==> config.mk <==
export PLATFORM = sky130hd
export DESIGN_NAME = fdma_bridge
export DESIGN_NICKNAME = d
export VERILOG_FILES = /design/src/rtl/fdma_pkg.sv /design/src/rtl/fdma_fifo.sv /design/src/rtl/fdma_regs.sv /design/src/rtl/fdma_burst.sv /design/src/rtl/fdma_bridge.sv
export SDC_FILE = /design/constraint.sdc
export NUM_CORES = 1
export LEC_CHECK = 0
export CAP_MARGIN = 20
export CORE_ASPECT_RATIO = 0.9
export CORE_MARGIN = 1
export CORE_UTILIZATION = 35
export CTS_BUF_LIST = sky130_fd_sc_hd__clkbuf_2
export CTS_CLUSTER_SIZE = 16
export DETAILED_ROUTE_END_ITERATION = 10
export DONT_BUFFER_PORTS = 1
export PLACE_DENSITY = 0.57
export SETUP_SLACK_MARGIN = 0.5
export SYNTH_ARGS = -nofsm -noshare
export SYNTH_HDL_FRONTEND = slang
export SYNTH_SLANG_ARGS = --single-unit
==> constraint.sdc <==
create_clock -name clk -period 7.7 [get_ports clk]
set_input_delay 0.77 -clock clk [delete_from_list [all_inputs] [get_ports clk]]
set_output_delay 0.77 -clock clk [all_outputs]
set_load 0.005 [all_outputs]
==> src/rtl/fdma_pkg.sv <==
`timescale 1ns/1ps
// Shared constants and types for the floppy DMA bridge.
// Assumes a 3-bit host register index; field positions of the mode word are
// fixed here because software and the register block both decode them.
package fdma_pkg;

    // host register indices
    localparam logic [2:0] REG_DATA   = 3'd0;
    localparam logic [2:0] REG_MODE   = 3'd1;
    localparam logic [2:0] REG_ADR_LO = 3'd2;

    // mode word field positions
    localparam int MODE_DIR_BIT  = 8;
    localparam int MODE_CSEL_BIT = 4;
    localparam int MODE_RS_LSB   = 1;

    typedef struct packed {
        logic       dir;      // 1: memory to disk
        logic       cnt_sel;  // 1: data port reaches block count
        logic [1:0] rs;       // controller register select
    } mode_t;

    typedef enum logic {
        BST_IDLE = 1'b0,
        BST_RUN  = 1'b1
    } bst_state_e;

endpackage

==> src/rtl/fdma_fifo.sv <==
`timescale 1ns/1ps
// Byte FIFO with first-word fall-through output and synchronous flush.
// Assumes push is only acted on when not full and pop only when not empty;
// flush has priority over both.
module fdma_fifo #(
    parameter int DEPTH = 16,
    parameter int W     = 8
) (
    input  logic                         clk,
    input  logic                         rst_n,
    input  logic                         flush,
    input  logic                         push,
    input  logic [W-1:0]                 din,
    input  logic                         pop,
    output logic [W-1:0]                 dout,
    output logic [$clog2(DEPTH+1)-1:0]   level,
    output logic                         full,
    output logic                         empty
);
    localparam int PW = (DEPTH > 1) ? $clog2(DEPTH) : 1;
    localparam int LW = $clog2(DEPTH + 1);

    logic [W-1:0]  store [DEPTH];
    logic [PW-1:0] wr_ptr, rd_ptr;
    logic          push_ok, pop_ok;

    assign full    = (level == LW'(DEPTH));
    assign empty   = (level == '0);
    assign push_ok = push & ~full & ~flush;
    assign pop_ok  = pop & ~empty & ~flush;
    assign dout    = store[rd_ptr];

    function automatic logic [PW-1:0] nxt(input logic [PW-1:0] p);
        return (p == PW'(DEPTH - 1)) ? '0 : p + 1'b1;
    endfunction

    // data storage, written on an accepted push
    always_ff @(posedge clk) begin
        if (push_ok) store[wr_ptr] <= din;
    end

    // pointers and fill level
    always_ff @(posedge clk) begin
        if (!rst_n || flush) begin
            wr_ptr <= '0;
            rd_ptr <= '0;
            level  <= '0;
        end else begin
            if (push_ok) wr_ptr <= nxt(wr_ptr);
            if (pop_ok)  rd_ptr <= nxt(rd_ptr);
            case ({push_ok, pop_ok})
                2'b10:   level <= level + 1'b1;
                2'b01:   level <= level - 1'b1;
                default: level <= level;
            endcase
        end
    end

endmodule

==> src/rtl/fdma_regs.sv <==
`timescale 1ns/1ps
// Host-visible state: mode word, DMA address, block count and the byte
// position inside the current block. Detects direction toggles as flushes.
// Assumes ADDR_W is a multiple of 8 and CNT_W is at most 8.
module fdma_regs
    import fdma_pkg::*;
#(
    parameter int ADDR_W    = 24,
    parameter int CNT_W     = 8,
    parameter int BLK_BYTES = 512,
    parameter int HB_W      = 16
) (
    input  logic              clk,
    input  logic              rst_n,
    input  logic              host_cs,
    input  logic              host_we,
    input  logic [2:0]        host_reg,
    input  logic [HB_W-1:0]   host_wdata,
    input  logic              byte_in,
    input  logic              beat,
    output mode_t             mode_q,
    output logic              flush,
    output logic [ADDR_W-1:0] dma_addr,
    output logic [CNT_W-1:0]  blk_cnt,
    output logic              cnt_nz
);
    localparam int NB   = ADDR_W / 8;
    localparam int BB_W = $clog2(BLK_BYTES);

    logic            host_wr, mode_wr, cnt_wr;
    logic [BB_W-1:0] blk_pos;

    assign host_wr = host_cs & host_we;
    assign mode_wr = host_wr & (host_reg == REG_MODE);
    assign cnt_wr  = host_wr & (host_reg == REG_DATA) & mode_q.cnt_sel;
    assign flush   = mode_wr & (host_wdata[MODE_DIR_BIT] != mode_q.dir);
    assign cnt_nz  = (blk_cnt != '0);

    // mode word capture
    always_ff @(posedge clk) begin
        if (!rst_n) begin
            mode_q <= '0;
        end else if (mode_wr) begin
            mode_q.dir     <= host_wdata[MODE_DIR_BIT];
            mode_q.cnt_sel <= host_wdata[MODE_CSEL_BIT];
            mode_q.rs      <= host_wdata[MODE_RS_LSB +: 2];
        end
    end

    // DMA address: step per memory byte, host byte writes override
    always_ff @(posedge clk) begin
        if (!rst_n) begin
            dma_addr <= '0;
        end else begin
            if (beat) dma_addr <= dma_addr + 1'b1;
            for (int i = 0; i < NB; i++) begin
                if (host_wr && host_reg == 3'(int'(REG_ADR_LO) + i))
                    dma_addr[i*8 +: 8] <= host_wdata[7:0];
            end
        end
    end

    // block count and byte position within the block
    always_ff @(posedge clk) begin
        if (!rst_n) begin
            blk_cnt <= '0;
            blk_pos <= '0;
        end else if (cnt_wr) begin
            blk_cnt <= host_wdata[CNT_W-1:0];
            blk_pos <= '0;
        end else if (flush) begin
            blk_pos <= '0;
        end else if (byte_in && cnt_nz) begin
            if (blk_pos == BB_W'(BLK_BYTES - 1)) begin
                blk_pos <= '0;
                blk_cnt <= blk_cnt - 1'b1;
            end else begin
                blk_pos <= blk_pos + 1'b1;
            end
        end
    end

endmodule

==> src/rtl/fdma_burst.sv <==
`timescale 1ns/1ps
// Memory burst sequencer. In the disk-to-memory direction it drains BURST
// bytes once that many are held; in the other direction it prefetches BURST
// bytes once that much room exists and blocks remain. One byte per mem_ack.
// Assumes BURST >= 2 and BURST divides the block size.
module fdma_burst
    import fdma_pkg::*;
#(
    parameter int DEPTH = 16,
    parameter int BURST = 8
) (
    input  logic                       clk,
    input  logic                       rst_n,
    input  logic                       dir,
    input  logic [$clog2(DEPTH+1)-1:0] level,
    input  logic                       cnt_nz,
    input  logic                       flush,
    input  logic                       mem_ack,
    output logic                       mem_req,
    output logic                       beat
);
    localparam int LW = $clog2(DEPTH + 1);
    localparam int BW = $clog2(BURST);

    bst_state_e    state;
    logic [BW-1:0] beats;
    logic          start;

    assign start   = dir ? ((level <= LW'(DEPTH - BURST)) && cnt_nz)
                         : (level >= LW'(BURST));
    assign mem_req = (state == BST_RUN);
    assign beat    = mem_req & mem_ack & ~flush;

    // burst state and beat counter
    always_ff @(posedge clk) begin
        if (!rst_n || flush) begin
            state <= BST_IDLE;
            beats <= '0;
        end else begin
            case (state)
                BST_IDLE: begin
                    beats <= '0;
                    if (start) state <= BST_RUN;
                end
                BST_RUN: begin
                    if (beat) begin
                        if (beats == BW'(BURST - 1)) begin
                            state <= BST_IDLE;
                            beats <= '0;
                        end else begin
                            beats <= beats + 1'b1;
                        end
                    end
                end
                default: state <= BST_IDLE;
            endcase
        end
    end

endmodule

==> src/rtl/fdma_bridge.sv <==
`timescale 1ns/1ps
// Floppy DMA bridge: host register window, controller register routing,
// controller byte handshake, FIFO and memory burst port.
// Assumes host accesses last one cycle and mem_ack only comes with mem_req.
module fdma_bridge
    import fdma_pkg::*;
#(
    parameter int ADDR_W     = 24,
    parameter int CNT_W      = 8,
    parameter int BLK_BYTES  = 512,
    parameter int FIFO_DEPTH = 16,
    parameter int HB_W       = 16
) (
    input  logic              clk,
    input  logic              rst_n,
    input  logic              hb_cs,
    input  logic              hb_we,
    input  logic [2:0]        hb_reg,
    input  logic [HB_W-1:0]   hb_wdata,
    output logic [HB_W-1:0]   hb_rdata,
    output logic              fc_cs,
    output logic              fc_we,
    output logic [1:0]        fc_rs,
    output logic [7:0]        fc_wdata,
    input  logic [7:0]        fc_rdata,
    input  logic              fc_drq,
    output logic              fc_dack,
    input  logic [7:0]        fc_din,
    output logic [7:0]        fc_dout,
    output logic              mem_req,
    output logic              mem_we,
    output logic [ADDR_W-1:0] mem_addr,
    output logic [7:0]        mem_wdata,
    input  logic [7:0]        mem_rdata,
    input  logic              mem_ack
);
    localparam int BURST = FIFO_DEPTH / 2;
    localparam int LVL_W = $clog2(FIFO_DEPTH + 1);
    localparam int NB    = ADDR_W / 8;

    mode_t             mode_q;
    logic              flush, cnt_nz, beat, rd_mode;
    logic [ADDR_W-1:0] dma_addr;
    logic [CNT_W-1:0]  blk_cnt;
    logic              fifo_push, fifo_pop, fifo_full, fifo_empty;
    logic [7:0]        fifo_din, fifo_dout;
    logic [LVL_W-1:0]  fifo_level;

    fdma_regs #(
        .ADDR_W(ADDR_W), .CNT_W(CNT_W), .BLK_BYTES(BLK_BYTES), .HB_W(HB_W)
    ) u_regs (
        .clk(clk), .rst_n(rst_n),
        .host_cs(hb_cs), .host_we(hb_we), .host_reg(hb_reg), .host_wdata(hb_wdata),
        .byte_in(fifo_push), .beat(beat),
        .mode_q(mode_q), .flush(flush), .dma_addr(dma_addr),
        .blk_cnt(blk_cnt), .cnt_nz(cnt_nz)
    );

    fdma_fifo #(.DEPTH(FIFO_DEPTH), .W(8)) u_fifo (
        .clk(clk), .rst_n(rst_n), .flush(flush),
        .push(fifo_push), .din(fifo_din), .pop(fifo_pop),
        .dout(fifo_dout), .level(fifo_level), .full(fifo_full), .empty(fifo_empty)
    );

    fdma_burst #(.DEPTH(FIFO_DEPTH), .BURST(BURST)) u_burst (
        .clk(clk), .rst_n(rst_n), .dir(mode_q.dir), .level(fifo_level),
        .cnt_nz(cnt_nz), .flush(flush), .mem_ack(mem_ack),
        .mem_req(mem_req), .beat(beat)
    );

    // datapath steering by direction
    always_comb begin
        rd_mode   = ~mode_q.dir;
        fc_dack   = fc_drq & ~flush & (mode_q.dir ? ~fifo_empty : (~fifo_full & cnt_nz));
        fifo_push = rd_mode ? fc_dack : beat;
        fifo_din  = rd_mode ? fc_din  : mem_rdata;
        fifo_pop  = rd_mode ? beat    : fc_dack;
    end

    assign fc_dout   = fifo_dout;
    assign mem_wdata = fifo_dout;
    assign mem_addr  = dma_addr;
    assign mem_we    = mem_req & ~mode_q.dir;

    // controller register routing from the data port
    assign fc_cs    = hb_cs & (hb_reg == REG_DATA) & ~mode_q.cnt_sel;
    assign fc_we    = hb_we;
    assign fc_rs    = mode_q.rs;
    assign fc_wdata = hb_wdata[7:0];

    // host read multiplexer
    always_comb begin
        hb_rdata = '0;
        if (hb_reg == REG_DATA) begin
            hb_rdata[7:0] = mode_q.cnt_sel ? 8'(blk_cnt) : fc_rdata;
        end else if (hb_reg == REG_MODE) begin
            hb_rdata[0] = cnt_nz;
        end
        for (int i = 0; i < NB; i++) begin
            if (hb_reg == 3'(int'(REG_ADR_LO) + i)) hb_rdata[7:0] = dma_addr[i*8 +: 8];
        end
    end

endmodule

==> results_dict.tcl, run 1 <==
set metrics [dict create \
    drt_iter0_drc 486 \
    diodes 0 \
    synth_top_area_cell "edfxtp_1" \
    end_kind "register" \
    arrival_ns 4.75 \
    vdd_ir_drop_max_mv 0.0656 \
    cts_sinks 194 \
    status "completed" \
    core_area_um2 25500 \
    drc 0 \
    yosys-top-cells-area "edfxtp_1 (42%), dfxtp_1 (14%), mux4_2 (9.8%)" \
    cts_max_path_buffers 2 \
    post_cts_buffers 0 \
    timing.rr.end "u_fifo.level[4]" \
    hold_end "u_regs.dma_addr[14]" \
    drive_gt1_frac 0.141 \
    netlist.area_leader.share 0.417 \
    p_leak_nw 2.94 \
    hold_start "rst_n" \
    syn2layout_area_growth_pct 4.89 \
    htreeDepth 4 \
    die_h_um 156 \
    ys_ff_latch 194 \
    critPathRequiredTime_ns 8.39 \
    rrSetupSlack_ns 3.64 \
    cts_tree "yes" \
    synth_ff_type "edfxtp_1" \
    grt_overflow 0 \
    multi_input_area_um2 3630 \
    avgRoutedWirePerCell_um 20.2 \
    layout_min_cycle_time_ns 4.06 \
    max-cap-violations 0 \
    fillers 2455 \
    clk_latency_ns 0.79 \
    r2r_cells 12 \
    r2r-start "u_regs.mode_q[3]" \
    regArea_um2 5170 \
    rows 55 \
    cts_made_buffers 17 \
    crit_type "register to register" \
    grt_usage 0.165 \
    nets 769 \
    ctsResizeCount 0 \
    final_common_cell "edfxtp_1" \
    die-area_um2 27000 \
    grt_pass1_wl_mm 33.5 \
    final.setup_skew_ns 0.0461 \
    synth-seq-area-share 0.561 \
    totalWireLength_mm 21.4 \
    max_slew_margin 0.395 \
    synthCells 734 \
    grt_pass1_vias 5551 \
    io-pin-count 120 \
    drv_slew 0 \
    max_clock_freq_ghz 0.246 \
    whs_path_depth 2 \
    root_buffer "clkbuf_2" \
    via_per_inst 5.48 \
    grt_max_degree 33 \
    place_congestion 0.799 \
    async_flop_share 0 \
    dr.pass1.iters 7 \
    synth_area_um2 9210 \
    port_buffers 0 \
    antenna_left 0 \
    crit_path_start_kind "register" \
    post-dp-hpwl_mm 14.4 \
    yosysUniqueCellTypes 66 \
    vias 5806 \
    layout_common_cells "edfxtp_1 (128), dfxtp_1 (65), o21ai_0 (41), nor2_1 (40), mux4_2 (40)" \
    die_width_um 173 \
    clk_pin_slew_ns 0.30 \
    setup_viol 0 \
    layout.cells.non_filler 1060 \
    critPathMaxFanout 19 \
    antenna_found_initial 0 \
    hold_viol_final 0 \
    synth_edf_count 128 \
    finalCritPeriodShare 0.527 \
    setup_tns_ns 0 \
    start_util 0.362 \
    grt_setup_unrepaired "no" \
    power.density_nw_per_um2 177 \
    holdCritPathClass "input pin to register" \
    syn_area_per_cell_um2 12.5 \
    worst_slew_pin_slew_ns 0.905 \
    dp_cells 1026 \
    yosysWarnings 0 \
]
routing by layer:
layer / up-vias / share of wire / track usage
li1: 2764 / - / -
met1: 2855 / 0.44 / 0.216
met2: 173 / 0.49 / 0.276
met3: 14 / 0.061 / 0.0446
met4: 0 / 0.0073 / 0.0312
met5: - / 0 / 0
cells by family after synthesis:
group | after synthesis | share of synthesized area
adder cells (fa/ha/maj) | 15 | 0.0204
multiplexers | 56 | 0.116
AO/OA/AOI/OAI | 173 | 0.124
AND/OR/NAND/NOR | 182 | 0.105
buffers and inverters | 88 | 0.0492
flip-flops | 194 | 0.561
XOR/XNOR | 25 | 0.0238
other | 1 | 0.000407
power breakdown:
part           switching [W]  leakage [nW]  internal [W]
Combinational      0.0000354          1.10     0.0000185
Sequential        0.00000648          1.68       0.00111
Clock               0.000391         0.159      0.000141
worst max-delay path, stage by stage (launching register included):
cell and delay [ns]:
dfxtp_1 0.84, xnor2_1 0.25, nor3_1 0.72, o21ai_1 0.37
nand2_1 0.21, ha_1 0.33, xor2_1 0.11, ha_1 0.22
a211o_1 0.27, a21oi_1 0.14, a221oi_1 0.07, or3_1 0.32
a21oi_1 0.15
Yosys cell counts (4+ instances only):
master     instances
edfxtp_1         128
dfxtp_1           66
o21ai_0           41
mux4_2            40
nor2_1            40
a21oi_1           39
nand2_1           29
nor3_1            29
buf_4             28
clkbuf_1          24
inv_1             21
xnor2_1           20
or3_1             16
ha_1              15
a31oi_1           13
nand3_1           12
a221oi_1           9
mux2_2             9
o31ai_1            9
buf_2              8
nand2b_1           8
o21a_1             8
or4_1              8
a2bb2oi_1          7
mux2i_1            7
o21bai_1           7
a211oi_1           6
a311oi_1           6
buf_1              6
nand3b_1           6
nand4_1            6
nor4_1             6
xor2_1             5
and2_1             4
and4_1             4
nor2b_1            4
o21ai_1            4
layout make-up:
cell class / instances / share of cell area
clock buffer: 17 / 0.00881
clock inverter: 15 / 0.0189
timing repair buffer: 12 / 0.00933
tap: 342 / 0.0443
sequential: 194 / 0.535
inverter: 21 / 0.00816
multi-input combinational: 459 / 0.376
flip-flops by register name (all words and copies together), names as in the netlist, named ones only:
name / count
u_fifo.store: 128
u_regs.blk_pos: 9
u_burst.beats: 3
u_fifo.rd_ptr: 4
u_burst.mem_req: 1
u_fifo.wr_ptr: 4
u_fifo.level: 5
u_regs.dma_addr: 24
u_regs.blk_cnt: 8
u_regs.mode_q: 4
worst max-delay path by stage:
stage                     startpoint              end
CTS                 u_regs.mode_q[3]  u_fifo.level[4]
detailed placement         hb_reg[2]  u_fifo.level[4]
global route        u_regs.mode_q[3]  u_fifo.level[4]
floorplan                  hb_reg[0]  u_fifo.level[4]
finish              u_regs.mode_q[3]  u_fifo.level[4]
global placement           hb_reg[2]  u_fifo.level[4]
metrics by stage:
step / setup WS [ns] / total power, W / hold slack, ns / util / cell area [um^2]
after global routing: 3.32 / 0.00177 / 0.00327 / 0.379 / 9660
after detailed placement: 3.52 / 0.00119 / 0.453 / 0.368 / 9380
final: 3.64 / 0.00171 / 0.113 / 0.379 / 9660
after floorplan: 4.17 / 0.00119 / 0.435 / - / 9230
after global placement: 3.61 / 0.00119 / 0.450 / 0.368 / 9380
after CTS: 3.72 / 0.00172 / 0.000693 / 0.379 / 9640
timing repair:
| action | CTS | global route |
|---|---|---|
| endpoints found under the setup margin | 0 | 0 |
| hold buffers | 0 | 1 |
| endpoints found under the hold margin | 0 | 15 |
No activity file was read; power rests on OpenSTA's default activity.
==> run 2, diff against run 1 <==
- PLACE_DENSITY: 0.57 -> 0.59
- clock period: 7.7 -> 3.55 ns (I/O delays scaled with it)
==> results_dict.tcl, run 2 (same netlist as run 1, synthesis figures left out) <==
set metrics [dict create \
    status "completed" \
    max_slew_margin 0.330 \
    regMostFlops "u_fifo.store" \
    layout_common_cells "edfxtp_1 (128), dfxtp_1 (60), o21ai_0 (41), nor2_1 (40), mux4_2 (40)" \
    hold_viol_final 0 \
    dr.pass1.iters 5 \
    htreeDepth 4 \
    critPathRequiredTime_ns 4.22 \
    die_h_um 156 \
    crit_type "register to register" \
    final_cell_area_um2 10100 \
    vias 6037 \
    crit_path_start_kind "register" \
    place_congestion 0.804 \
    drv_slew 0 \
    drive_gt1_frac 0.185 \
    core_area_um2 25500 \
    setup_viol 0 \
    largest_register_ffs 128 \
    holdCritPathClass "input pin to register" \
    cts_sinks 194 \
    drt_iter0_drc 478 \
    max-cap-violations 0 \
    die_width_um 173 \
    final.setup_skew_ns 0.0622 \
    placed_area_um2 9470 \
    syn2layout_area_growth_pct 10.0 \
    root_buffer "clkbuf_2" \
    grt_pass1_vias 5627 \
    r2r-start "u_regs.blk_cnt[3]" \
    dp_cells 1037 \
    grt_overflow 0 \
    worst_slew_pin_slew_ns 1.00 \
    nets 804 \
    antenna_left 0 \
    hold_start "fc_din[4]" \
    drc 0 \
    power.density_nw_per_um2 372 \
    rows 55 \
    layout.cells.non_filler 1095 \
    clk_latency_ns 0.78 \
    cts_max_path_buffers 2 \
    cts_made_buffers 17 \
    max_clock_freq_ghz 0.337 \
    diodes 0 \
    grt_usage 0.165 \
    setup_tns_ns 0 \
    layout_min_cycle_time_ns 2.97 \
    antenna_found_initial 0 \
    clk_pin_slew_ns 0.36 \
    totalWireLength_mm 22.3 \
    final_common_cell "edfxtp_1" \
    end_kind "register" \
    avgRoutedWirePerCell_um 20.3 \
    cts_tree "yes" \
    via_per_inst 5.51 \
    grt_max_degree 33 \
    port_buffers 0 \
    start_util 0.362 \
    grt_pass1_wl_mm 33.6 \
    post-dp-hpwl_mm 14.6 \
    die-area_um2 27000 \
    p_leak_nw 3.13 \
    fillers 2467 \
    arrival_ns 3.64 \
    worstSetupStartpoint "u_regs.blk_cnt[3]" \
    finalCritPeriodShare 0.837 \
    top_regs "u_fifo.store: 128 flops, u_regs.dma_addr: 24 flops, u_regs.blk_pos: 9 flops" \
    vdd_ir_drop_max_mv 0.220 \
    power_w 0.00376 \
    grt_setup_unrepaired "yes" \
    critPathMaxFanout 7 \
    io-pin-count 120 \
]
## run 2: metrics by stage
step                setup WS (ns)  hold WS (ns)  utilization
global placement            0.428         0.450        0.372
detailed placement          0.394         0.450        0.372
floorplan                   0.538         0.435            -
global route                0.441       0.00450        0.398
CTS                         0.503       0.00757        0.393
finish                      0.578        0.0819        0.398
## run 2: area by class of cell
type | count | area, um^2 | area share
Clock inverter | 15 | 201 | 0.0199
Multi-Input combinational cell | 459 | 3720 | 0.367
Sequential cell | 194 | 5180 | 0.511
Clock buffer | 17 | 85.1 | 0.00840
Tap cell | 342 | 428 | 0.0422
Timing Repair Buffer | 47 | 437 | 0.0431
Inverter | 21 | 78.8 | 0.00778
## run 2: what timing repair did
item,CTS,global route
endpoints found under the setup margin,25,21
hold buffers,17,0
endpoints found under the hold margin,42,0
setup buffers,5,3
gates cloned,0,1
pin swaps,2,6
resized for setup,14,15
## run 2: report_power, final
group	internal [W]	leakage [nW]	switching (W)	total, W
clock	0.000316	0.161	0.000870	0.00119
sequential	0.00241	1.69	0.0000136	0.00243
combinational	0.0000554	1.28	0.0000944	0.000150
total	0.00278	3.13	0.000978	0.00376
## run 2: routing by layer
layer | vias up | track usage | wire length (um)
li1 | 2831 | - | -
met1 | 2974 | 0.218 | 9880
met2 | 212 | 0.268 | 10600
met3 | 20 | 0.0439 | 1460
met4 | 0 | 0.0417 | 302
met5 | - | 0 | 0
## run 2: final timing paths
check        cells past startpoint  slack, ns             endpoint
min                              1       0.08  u_fifo.store[10][4]
min reg2reg                      2       0.48     u_burst.beats[1]
max                             12       0.58      u_fifo.level[4]
max reg2reg                     12       0.58      u_fifo.level[4]
## run 2: critical path, stage by stage (launching register included)
cell      delay, ns
dfxtp_4        0.41
or4_4          0.58
o21ai_2        0.20
o21ai_1        0.12
nand2_1        0.17
ha_4           0.19
xor2_1         0.17
ha_2           0.22
nor2_1         0.04
o32ai_1        0.22
a221oi_1       0.13
or3_1          0.32
a21oi_1        0.14
==> run 3, diff against run 2 <==
- clock period: 3.55 -> 2.4 ns (I/O delays scaled with it)
==> results_dict.tcl, run 3 (same netlist as run 1, synthesis figures left out) <==
set metrics [dict create \
    status "finished with violations" \
    violations "negative setup slack" \
    io-pin-count 120 \
    setup_viol 21 \
    core_area_um2 25500 \
    crit_type "register to output port" \
    htreeDepth 4 \
    grt_pass1_wl_mm 38.1 \
    largest_register_ffs 128 \
    post-dp-hpwl_mm 15.2 \
    max-cap-violations 0 \
    clk_latency_ns 0.83 \
    path_delay_family "simple AND/OR/NAND/NOR gates" \
    cts_sinks 194 \
    grt_pass1_vias 6608 \
    rows 55 \
    utilization 0.485 \
    totalWireLength_mm 24.6 \
    end_kind "output port" \
    max_clock_freq_ghz 0.348 \
    crit_chain "inv_2 -> ha_4 -> or3b_4 -> buf_6 -> or2_4 -> a221oi_4 -> a211oi_2 -> a31o_1" \
    critPathMaxFanout 2 \
    max_slew_margin 0.330 \
    fillers 2222 \
    p_leak_nw 4.08 \
    drv_slew 0 \
    regMostFlops "u_fifo.store" \
    layout_min_cycle_time_ns 2.88 \
    drc 0 \
    die-area_um2 27000 \
    crit_path_start_kind "register" \
    critPathBufInv 2 \
    dp_cells 1088 \
    critPathRequiredTime_ns 2.16 \
    cpMaxStageDelayCell "dfxtp_2" \
    drt_iter0_drc 539 \
    critical-path-max-stage-delay_ns 0.40 \
    arrival_ns 2.64 \
    grt_overflow 0 \
    holdCritPathClass "input pin to register" \
    hold_viol_final 0 \
    nets 941 \
    place_ws_ns -0.383 \
    grt_max_degree 33 \
    layout.cells.non_filler 1234 \
    antenna_found_initial 3 \
    start_util 0.362 \
    syn2layout_area_growth_pct 34.2 \
    avgRoutedWirePerCell_um 20.0 \
    port_buffers 0 \
    root_buffer "clkbuf_2" \
    dr.pass1.iters 5 \
    regArea_um2 5220 \
    worst_slack_ns -0.477 \
    vdd_ir_drop_max_mv 0.318 \
    vias 6669 \
    grt_usage 0.184 \
    drive_gt1_frac 0.398 \
    power.density_nw_per_um2 468 \
    layout_common_cells "edfxtp_1 (128), buf_4 (79), dfxtp_1 (44), mux4_2 (40), o21ai_0 (39)" \
    worst_slew_pin_slew_ns 1.01 \
    antenna_left 0 \
    die_h_um 156 \
    final_common_cell "edfxtp_1" \
    clk_pin_slew_ns 0.33 \
    cts_made_buffers 17 \
    cts_max_path_buffers 2 \
    multi_input_area_um2 4380 \
    finalCritPeriodShare 1.20 \
    top_regs "u_fifo.store: 128 flops, u_regs.dma_addr: 24 flops, u_regs.blk_pos: 9 flops" \
    setup_tns_ns -8.49 \
    die_width_um 173 \
    final.setup_skew_ns 0.0914 \
    via_per_inst 5.40 \
    cts_tree "yes" \
    grt_setup_unrepaired "yes" \
    place_congestion 0.863 \
]
==> run 3: cell count changes in the layout (fill, tap and decap cells not counted), sizes merged <==
cell	previous run	this run
buf	29	140
dlygate4sd3	17	38
dlymetal6s4s	0	6
inv	28	32
clkinv	6	4
diode	0	2
bufinv	1	0
clkbuf	18	17
clkinvlp	1	0
==> run 3: metrics by stage <==
step                      area (um^2)  power, W  hold slack, ns
after floorplan                  9580   0.00382           0.376
after global placement          10100   0.00384           0.386
after detailed placement        10100   0.00384           0.389
after CTS                       11800   0.00582         -0.0493
after global routing            12400   0.00600      -0.0000485
final                           12400   0.00579          0.0635
==> run 3: worst min-delay path: stages <==
cell	delay, ns
o311a_1	0.22
o21ai_2	0.09
buf_4	0.15
nand2_1	0.06
a21oi_1	0.07
==> run 3: power breakdown <==
part / switching (W) / internal (W)
Clock: 0.00143 / 0.000445
Sequential: 0.0000170 / 0.00356
Combinational: 0.000174 / 0.000153
==> run 3: what timing repair did <==
action,CTS,global route
endpoints found under the setup margin,183,208
pin swaps,66,39
hold endpoints to repair,194,3
cloned,3,0
setup buffers,43,22
gates resized for setup,100,69
hold buffers,44,2
==> run 3: path summary, 6_finish.rpt <==
| kind | start | endpoint | slack [ns] | cells after the start |
|---|---|---|---|---|
| max | u_regs.blk_cnt[0] | hb_rdata[0] | -0.48 | 8 |
| min | hb_wdata[8] | register | 0.06 | 5 |
| max reg2reg | u_regs.blk_cnt[0] | u_fifo.level[4] | -0.43 | 16 |
| min reg2reg | u_regs.blk_pos[5] | u_regs.blk_pos[5] | 0.48 | 2 |
==> run 3: cell type report <==
class / instances / share of cell area
antenna: 2 / 0.000405
clock buffer: 17 / 0.00688
clock inverter: 15 / 0.0180
inverter: 21 / 0.00638
multi-input combinational: 459 / 0.354
sequential: 194 / 0.422
tap: 342 / 0.0346
timing repair buffer: 184 / 0.157
==> run 3: metal layers <==
| metal | up-vias | routed length, um | global-route usage |
|---|---|---|---|
| met5 | - | 0 | 0 |
| met4 | 0 | 435 | 0.0535 |
| met3 | 26 | 1500 | 0.0409 |
| met2 | 222 | 12200 | 0.313 |
| met1 | 3313 | 10500 | 0.237 |
| li1 | 3108 | - | - |
